## config.mk

```make
export PLATFORM = sky130hd
export DESIGN_NAME = mirror_detect
export DESIGN_NICKNAME = d
export VERILOG_FILES = /design/src/rtl/mirror_detect.sv
export SDC_FILE = /design/constraint.sdc
export NUM_CORES = 1
export LEC_CHECK = 0
export CAP_MARGIN = 0
export CELL_PAD_IN_SITES_DETAIL_PLACEMENT = 0
export CELL_PAD_IN_SITES_GLOBAL_PLACEMENT = 1
export CORE_ASPECT_RATIO = 1.25
export CORE_MARGIN = 5
export CORE_UTILIZATION = 40
export DETAILED_ROUTE_END_ITERATION = 6
export PLACE_DENSITY_LB_ADDON = 0.1
export RECOVER_POWER = 100
export SETUP_SLACK_MARGIN = 0.15
export SLEW_MARGIN = 10
export SYNTH_ARGS = -nofsm -noshare
export SYNTH_HDL_FRONTEND = slang
export SYNTH_SLANG_ARGS = --single-unit
```

## constraint.sdc

```tcl
create_clock -name clk -period 6.8 [get_ports clk]
set_input_delay 1.36 -clock clk [delete_from_list [all_inputs] [get_ports clk]]
set_output_delay 1.36 -clock clk [all_outputs]
set_load 0.01 [all_outputs]
```

## src/rtl/mirror_detect.sv

```systemverilog
module mirror_detect #(
  parameter int W         = 8,
  parameter int STEP_CLKS = 4,
  parameter int BASE_HOLD = 32
) (
  input  logic         clk,
  input  logic         rst,
  input  logic         smp_vld,
  input  logic [W-1:0] smp,
  input  logic [W-1:0] cmp_lvl,
  input  logic [1:0]   hold_sel,
  input  logic [1:0]   rise_sel,
  input  logic         fast_rise,
  output logic         mirror
);
  localparam int SW   = (STEP_CLKS > 1) ? $clog2(STEP_CLKS) : 1;
  localparam int RMAX = BASE_HOLD * 8;
  localparam int CW   = $clog2(RMAX + 1);
  localparam logic signed [W-1:0] S_MIN = {1'b1, {(W-1){1'b0}}};
  localparam logic signed [W-1:0] S_MAX = {1'b0, {(W-1){1'b1}}};

  logic [SW-1:0]        step_q;
  logic signed [W-1:0]  peak_q, bot_q;
  logic [CW-1:0]        run_q;
  logic                 tick, cond;
  logic signed [W+1:0]  diff;
  logic signed [W:0]    bot_sum, rise_amt;
  logic [CW-1:0]        run_nx, need;
  logic signed [W-1:0]  s_smp;

  assign s_smp    = $signed(smp);
  assign tick     = (step_q == SW'(STEP_CLKS - 1));
  assign diff     = {{2{peak_q[W-1]}}, peak_q} - {{2{bot_q[W-1]}}, bot_q};
  assign cond     = diff > $signed({2'b00, cmp_lvl});
  assign rise_amt = fast_rise ? (W+1)'(8) : (W+1)'(1) << rise_sel;
  assign bot_sum  = {bot_q[W-1], bot_q} + rise_amt;
  assign run_nx   = (run_q == CW'(RMAX)) ? run_q : run_q + 1'b1;
  assign need     = CW'(BASE_HOLD) << hold_sel;

  always_ff @(posedge clk) begin
    if (rst) begin
      step_q <= '0;
      peak_q <= S_MIN;
      bot_q  <= S_MAX;
      run_q  <= '0;
      mirror <= 1'b0;
    end else begin
      step_q <= tick ? '0 : step_q + 1'b1;

      if (smp_vld && s_smp > peak_q)  peak_q <= s_smp;
      else if (tick && peak_q != S_MIN) peak_q <= peak_q - 1'b1;

      if (smp_vld && s_smp < bot_q)   bot_q <= s_smp;
      else if (tick)                  bot_q <= (bot_sum > $signed({S_MAX[W-1], S_MAX})) ? S_MAX : bot_sum[W-1:0];

      run_q  <= cond ? run_nx : '0;
      mirror <= cond && (run_nx >= need);
    end
  end

  AST_DROP_ON_FAIL: assert property (@(posedge clk) disable iff (rst) !cond |=> !mirror);
  AST_RISE_AFTER_PASS: assert property (@(posedge clk) disable iff (rst) !$past(rst) && $rose(mirror) |-> $past(cond));
  AST_PEAK_SLOW_DECAY: assert property (@(posedge clk) disable iff (rst)
    !$past(rst) |-> (peak_q >= $past(peak_q)) || (peak_q == $past(peak_q) - 1'b1));
  AST_BOT_NO_FALL_IDLE: assert property (@(posedge clk) disable iff (rst)
    !$past(rst) && !$past(smp_vld) |-> bot_q >= $past(bot_q));
  AST_RUN_SATURATES: assert property (@(posedge clk) disable iff (rst) run_q <= CW'(RMAX));
endmodule

```

==> implementation parameters, run 1 <==
Parameter                              Value

Outcome
  Result of the run    finished with violations
  Failing checks    capacitance limit, slew limit

GRT
  Wire length of the first global-routing pass    10900 um
  Number of global-route vias before repair    2302
  Total congestion overflow after global routing    0
  Global-route usage over all layers    approximately 15%
  Pin count of the biggest net entering global routing    29
  Antenna violations before repair    0

Clocking
  Total setup buffers inserted after CTS    0
  Clock root buffer    sky130_fd_sc_hd__clkbuf_8
  Number of resized instances in the post-cts repair step    0
  Hold_buf cts    0
  Clock-pin slew reported for the worst setup and hold paths after clock tree synthesis    ~100 ps
  Clock sinks    28
  Number of H-tree levels    1
  Number of buffers inserted during clock tree synthesis    3
  Clk buf depth    2
  Clock tree from TritonCTS    done
  Clk_lat worst skew    280 ps

Die
  Die boundary height    102 um
  Starting utilization of the core area    between 40% and 50%
  Cell row count    33
  Floorplan core area    roughly 0.0066 sq mm
  Die area    0.00859 sq mm
  Die Width    83.9 um
  # IOs    25

Timing
  Maximum clock rate    0.247 GHz
  Final Cycle Share    59.6%
  Setup TNS    0 ps
  Hold Fails Final Rpt    0
  Worst Skew    7.63 ps
  RSZ-0062 raised after global routing    no
  Final setup margin    about 2700 ps
  # setup viols final    0
  Final hold slack    434 ps
  Final min period    4050 ps
  Worst relative slew slack    -1.99%
  Slew at the pin closest to its max-slew limit    between 1500 and 2000 ps
  Final Slew Violations    9

Setup path
  CP cell instances    dlygate4sd3_1 -> ha_1 -> nor2b_1 -> o21a_1 -> o21bai_1 -> a211oi_1 -> mux2_2
  Critical path buffer and inverter count    1
  CP Max Fanout    8
  Cell count of the worst reg-to-reg path    13
  Critical Path Sink    peak_q[1]
  Start point of the critical path    smp[1]
  Family with the most delay on the worst path    compound AO/OA/AOI/OAI gates
  Number of logic stages on the critical path including buffering    7
  Worst R2R Start    peak_q[0]
  Slowest cell delay on critical path    around 1200 ps
  Critical path data required time    6980 ps
  Type of the worst setup path    in2reg
  Flop-to-flop setup slack    3660 ps
  CP endpoint kind    flip-flop
  Worst endpoint data arrival time    4230 ps
  Cell at the slowest stage of the critical path    sky130_fd_sc_hd__a211oi_1
  Reg2reg end    run_q[5]
  Critical Path Start Type    input port

Cells and area
  Final net count    412
  Layout area overhead    12.7%
  Proportion of layout cells with a drive suffix above 1    6.18%
  Most common library cell in the layout ignoring fill and taps    sky130_fd_sc_hd__ha_1
  Total area of multi-input combinational cells    around 0.002 sq mm
  Filler cells    681
  Diodes inserted    0
  Footprint of the flip-flops and latches    561 sq um
  Most used cells in the layout excluding fill and tap cells    45 x sky130_fd_sc_hd__ha_1, 29 x sky130_fd_sc_hd__inv_1, 28 x sky130_fd_sc_hd__dfxtp_1
  Final core utilization    46.6%

Yosys
  Count of state elements after synthesis    28
  Mux share of post-synthesis cell area    5.09%
  Area of the mapped netlist    roughly 0.0027 sq mm
  Number of distinct library cells after synthesis    52
  Post-Syn Nets    just under 400
  Count of flip-flops with a built-in enable after synthesis    0
  Combinational family with the most area after synthesis    simple AND/OR/NAND/NOR gates
  Share of flip-flops with an asynchronous set or reset after synthesis    0%
  Portion of the post-synthesis area used by sequential elements    between 20% and 30%
  Adder-Cell Fraction of Synth Area    22.1%
  Gate Count Post-Synth    318
  Parity-gate share of the synthesized area counting xor and xnor cells    a little under 6%
  Main synth FF type    sky130_fd_sc_hd__dfxtp_1
  Basic-gate share of the synthesized area counting and, or, nand and nor cells    22.1%
  Post-synthesis area per instance    8.59 sq um
  Synth Warn #    0
  Share of the synthesized area in compound gates (AO/OA/AOI/OAI)    18.8%

Job
  Max-cap violation count    1

Place
  Quantity of I/O buffers inserted on ports    24
  Weighted congestion at the end of routability-driven global placement    0.760
  Place WS    2990 ps
  Post-DP HPWL    4940 um

Worst hold path
  Worst hold-check path type    reg2reg

Detailed routing
  Average wire length per cell after detail routing    14.4 um
  Number of detailed-route iterations in the first pass    4
  Count of nets left with antenna violations after detail routing    0
  Starting DRC count in detailed routing    77
  Vias    2258
  Total wire length    6150 um
  Per-cell via count in the routed design    5.29
  DR DRC count    0

Power and ir drop
  Leakage power    1.32 nW
  Worst VDD drop    roughly 0.071 mV
  Overall power after layout    0.526 mW
  Power Density    171 mW/mm^2
metrics by stage:
stage          std cells  area, sq um
2_1_floorplan        318         2730
3_3_place_gp         423         3040
3_5_place_dp         423         3040
4_1_cts              427         3100
5_1_grt              427         3080
6_report             427         3080
final cells by class:
type,instances,share of cell area (%)
multi-input cells,254,65.0
well taps,87,3.54
clock buffers,4,1.79
inverters,29,3.54
flip-flops and latches,28,18.2
repair buffers,25,7.93
sequential cells by signal, indices dropped and copies added, names as in the netlist:
register	cells
mirror	1
peak_q	8
bot_q	8
step_q	2
run_q	9
layer usage:
layer	wire (um)	part of all wire, %	global-route usage [%]	up-vias
met5	0	0	0	-
met4	74	1.2	4.08	0
met3	163	2.7	1.77	6
met2	2860	46	26.8	27
met1	3050	50	20.4	1035
li1	-	-	-	1190
worst min-delay path by stage:
stage                         start        end  depth (start not counted)
final                     step_q[0]  step_q[0]                          1
after global routing      step_q[0]  step_q[0]                          1
after global placement    step_q[0]  step_q[0]                          1
after floorplan           step_q[0]  step_q[0]                          1
after CTS                 step_q[0]  step_q[0]                          1
after detailed placement  step_q[0]  step_q[0]                          1
power breakdown:
group,internal (mW),switching [mW],total (mW),leakage [nW]
Clock,0.0520,0.0556,0.108,0.0288
Sequential,0.177,0.0187,0.196,0.229
Combinational,0.105,0.117,0.222,1.06
logic make-up after synthesis:
logic type      count (synthesis)
simple gates                  103
xor+xnor                       18
compound gates                 73
mux                            13
flops                          28
buf+inv                        36
fa+ha+maj                      47
cell usage after synthesis, types with 8 or more instances:
| cell | instances | share of area (%) |
|---|---|---|
| sky130_fd_sc_hd__xnor2_1 | 15 | 4.8 |
| sky130_fd_sc_hd__o21ai_0 | 11 | 2.0 |
| sky130_fd_sc_hd__nor2b_1 | 9 | 2.1 |
| sky130_fd_sc_hd__a21o_1 | 8 | 2.2 |
| sky130_fd_sc_hd__nor3_1 | 12 | 2.2 |
| sky130_fd_sc_hd__dfxtp_1 | 28 | 21 |
| sky130_fd_sc_hd__nor2_1 | 19 | 2.6 |
| sky130_fd_sc_hd__nand2_1 | 12 | 1.6 |
| sky130_fd_sc_hd__ha_1 | 45 | 21 |
| sky130_fd_sc_hd__nand3_1 | 9 | 1.6 |
| sky130_fd_sc_hd__nand2b_1 | 11 | 2.5 |
| sky130_fd_sc_hd__a21oi_1 | 24 | 4.4 |
| sky130_fd_sc_hd__inv_1 | 29 | 4.0 |
Note: power is estimated with default switching activity, not from simulation.
==> run 2, diff against run 1 <==
==> constraint.sdc (replaced) <==
create_clock -name clk -period 4.05 [get_ports clk]
set_input_delay 0.81 -clock clk [delete_from_list [all_inputs] [get_ports clk]]
set_output_delay 0.81 -clock clk [all_outputs]
set_load 0.01 [all_outputs]
==> implementation parameters, run 2 (synthesized netlist as in run 1, its figures left out) <==
Parameter                              Value

Outcome
  Result of the run    finished with violations
  Failing checks    capacitance limit, slew limit

Cells and area
  Filler cells    676 (-0.73%)
  Footprint of the flip-flops and latches    561 sq um (unchanged)
  Final net count    412 (unchanged)
  Diodes inserted    0 (unchanged)
  Register bank with the most flops    run_q
  Proportion of layout cells with a drive suffix above 1    6.18% (unchanged)
  Total area of multi-input combinational cells    0.00200 sq mm (unchanged)
  Most used cells in the layout excluding fill and tap cells    45 x sky130_fd_sc_hd__ha_1, 29 x sky130_fd_sc_hd__inv_1, 28 x sky130_fd_sc_hd__dfxtp_1
  Final core utilization    46.6% (unchanged)
  Top Registers    run_q (9), bot_q (8), peak_q (8)
  Layout area overhead    12.7% (unchanged)
  Number of flip-flops under the largest register name    9 (unchanged)
  Filler-free cell count of the finished design    427 (unchanged)
  Most common library cell in the layout ignoring fill and taps    sky130_fd_sc_hd__ha_1

Power and ir drop
  Sw Pwr    0.324 mW (+69%)
  Clock share of power    20.3% (-0.2 points)
  Combinational group share of total power    42.5% (+0.2 points)
  Sequential share of power    37.2% (about the same)
  Leakage power    1.32 nW (unchanged)
  Worst VDD drop    0.144 mV (+100%)
  Power Density    288 mW/mm^2 (+69%)
  Int Pwr    0.563 mW (+68%)
  Net Sw Frac    36.5% (+0.14 points)
  Overall power after layout    0.887 mW (+69%)

Detailed routing
  Total wire length    6280 um (+2.2%)
  DR DRC count    0 (unchanged)
  Starting DRC count in detailed routing    92 (+19%)
  Per-cell via count in the routed design    5.35 (+1.2%)
  Number of detailed-route iterations in the first pass    4 (unchanged)
  Average wire length per cell after detail routing    14.7 um (+2.2%)
  Count of nets left with antenna violations after detail routing    0 (unchanged)
  Vias    2285 (+1.2%)

GRT
  Wire length of the first global-routing pass    10900 um (unchanged)
  Antenna violations before repair    0 (unchanged)
  Pin count of the biggest net entering global routing    29 (unchanged)
  Number of global-route vias before repair    2297 (-0.22%)
  Global-route usage over all layers    15.6% (+0.18 points)
  Total congestion overflow after global routing    0 (unchanged)

Timing
  Final Cycle Share    87.2%
  # setup viols final    0 (unchanged)
  Maximum clock rate    0.283 GHz
  Final min period    3530 ps
  Slew at the pin closest to its max-slew limit    1520 ps (+2.27 ps)
  Worst Skew    7.56 ps (-0.0682 ps)
  Setup TNS    0 ps (unchanged)
  Final hold slack    438 ps (+3.89 ps)
  Final Slew Violations    9 (unchanged)
  Worst relative slew slack    -2.14% (-0.15 points)
  Hold Fails Final Rpt    0 (unchanged)
  RSZ-0062 raised after global routing    no

Clocking
  Total setup buffers inserted after CTS    0 (unchanged)
  Clock-pin slew reported for the worst setup and hold paths after clock tree synthesis    100 ps (about the same)
  Number of buffers inserted during clock tree synthesis    3 (unchanged)
  Clk_lat worst skew    280 ps (about the same)
  Hold_buf cts    0 (unchanged)
  Clock root buffer    sky130_fd_sc_hd__clkbuf_8
  Clock tree from TritonCTS    done
  Number of resized instances in the post-cts repair step    0 (unchanged)
  Clock sinks    28 (unchanged)
  Clk buf depth    2 (unchanged)
  Number of H-tree levels    1 (unchanged)

Die
  Die area    0.00859 sq mm (unchanged)
  Cell row count    33 (unchanged)
  # IOs    25 (unchanged)
  Die boundary height    102 um (unchanged)
  Floorplan core area    0.00661 sq mm (unchanged)
  Starting utilization of the core area    41.3% (unchanged)
  Die Width    83.9 um (unchanged)

Setup path
  Worst R2R Start    peak_q[0]
  Reg2reg end    run_q[7]
  Critical path data required time    4230 ps (-2750 ps)
  Type of the worst setup path    in2reg
  CP endpoint kind    flip-flop
  Cell at the slowest stage of the critical path    sky130_fd_sc_hd__a211oi_1
  CP cell instances    dlygate4sd3_1 -> ha_1 -> nor2b_1 -> o21a_1 -> o21bai_1 -> a211oi_1 -> mux2_2
  Worst endpoint data arrival time    3710 ps (-520 ps)
  Critical Path Start Type    input port
  Cell count of the worst reg-to-reg path    13 (unchanged)
  Flop-to-flop setup slack    910 ps (-2750 ps)
  CP Max Fanout    8 (unchanged)
  Slowest cell delay on critical path    1170 ps (about the same)

Worst hold path
  Worst hold-check path type    reg2reg
  Hold Path Cell Cnt    1 (unchanged)
  Launch point of the worst hold path    step_q[0]
  Endpoint of the worst hold-timing path    step_q[0]

Place
  Cell Count Post-Placement    423 (unchanged)
  Post-DP HPWL    5050 um (+2.2%)
  Quantity of I/O buffers inserted on ports    24 (unchanged)
  Weighted congestion at the end of routability-driven global placement    0.788 (+3.7%)

Job
  Max-cap violation count    1 (unchanged)
==> run 2: cell counts in the layout (fill, tap and decap cells not counted) <==
No cell type changed its count.
==> run 2: per-stage QoR <==
stage	instance area (sq um)	setup slack, ps
after floorplan	2730	1170
after global placement	3040	820
after detailed placement	3040	768
after CTS	3100	874
after global routing	3080	430
final	3080	520
==> run 2: power by group through the flow <==
stage               clock network, mW  registers [mW]  logic [mW]
floorplan                           0           0.325       0.293
detailed placement                  0           0.337       0.383
CTS                             0.189           0.331       0.387
global route                    0.204           0.334       0.435
global placement                    0           0.337       0.379
finish                          0.180           0.330       0.377
==> run 2: cell type report <==
cell class              instances  area share, %
multi-input cells             254           65.0
repair buffers                 25           7.93
flip-flops and latches         28           18.2
inverters                      29           3.54
well taps                      87           3.54
clock buffers                   4           1.79
==> run 2: critical path: cells and delay by family <==
family,cells,cell delay (ps)
AO/OA/AOI/OAI,3,1350
adder cells (fa/ha/maj),1,340
buffers and inverters,1,640
multiplexers,1,430
AND/OR/NAND/NOR,1,130
==> run 2: worst max path at each step <==
stage               cells after the start        end        start  slack [ps]
global placement                        8   bot_q[2]  rise_sel[0]         820
global route                            7  peak_q[4]       smp[1]         430
finish                                  7  peak_q[4]       smp[1]         520
detailed placement                      8   bot_q[2]  rise_sel[0]         770
floorplan                              14   run_q[5]    peak_q[0]        1170
CTS                                    13   run_q[5]    peak_q[0]         870
==> run 2: routing by layer <==
| layer | routed length, um | global-route usage (%) | vias to the layer above | share of wire (%) |
|---|---|---|---|---|
| li1 | - | - | 1183 | - |
| met1 | 3100 | 20.8 | 1067 | 49 |
| met2 | 2940 | 26.6 | 30 | 47 |
| met3 | 173 | 1.77 | 5 | 2.8 |
| met4 | 69 | 4.58 | 0 | 1.1 |
| met5 | 0 | 0 | - | 0 |
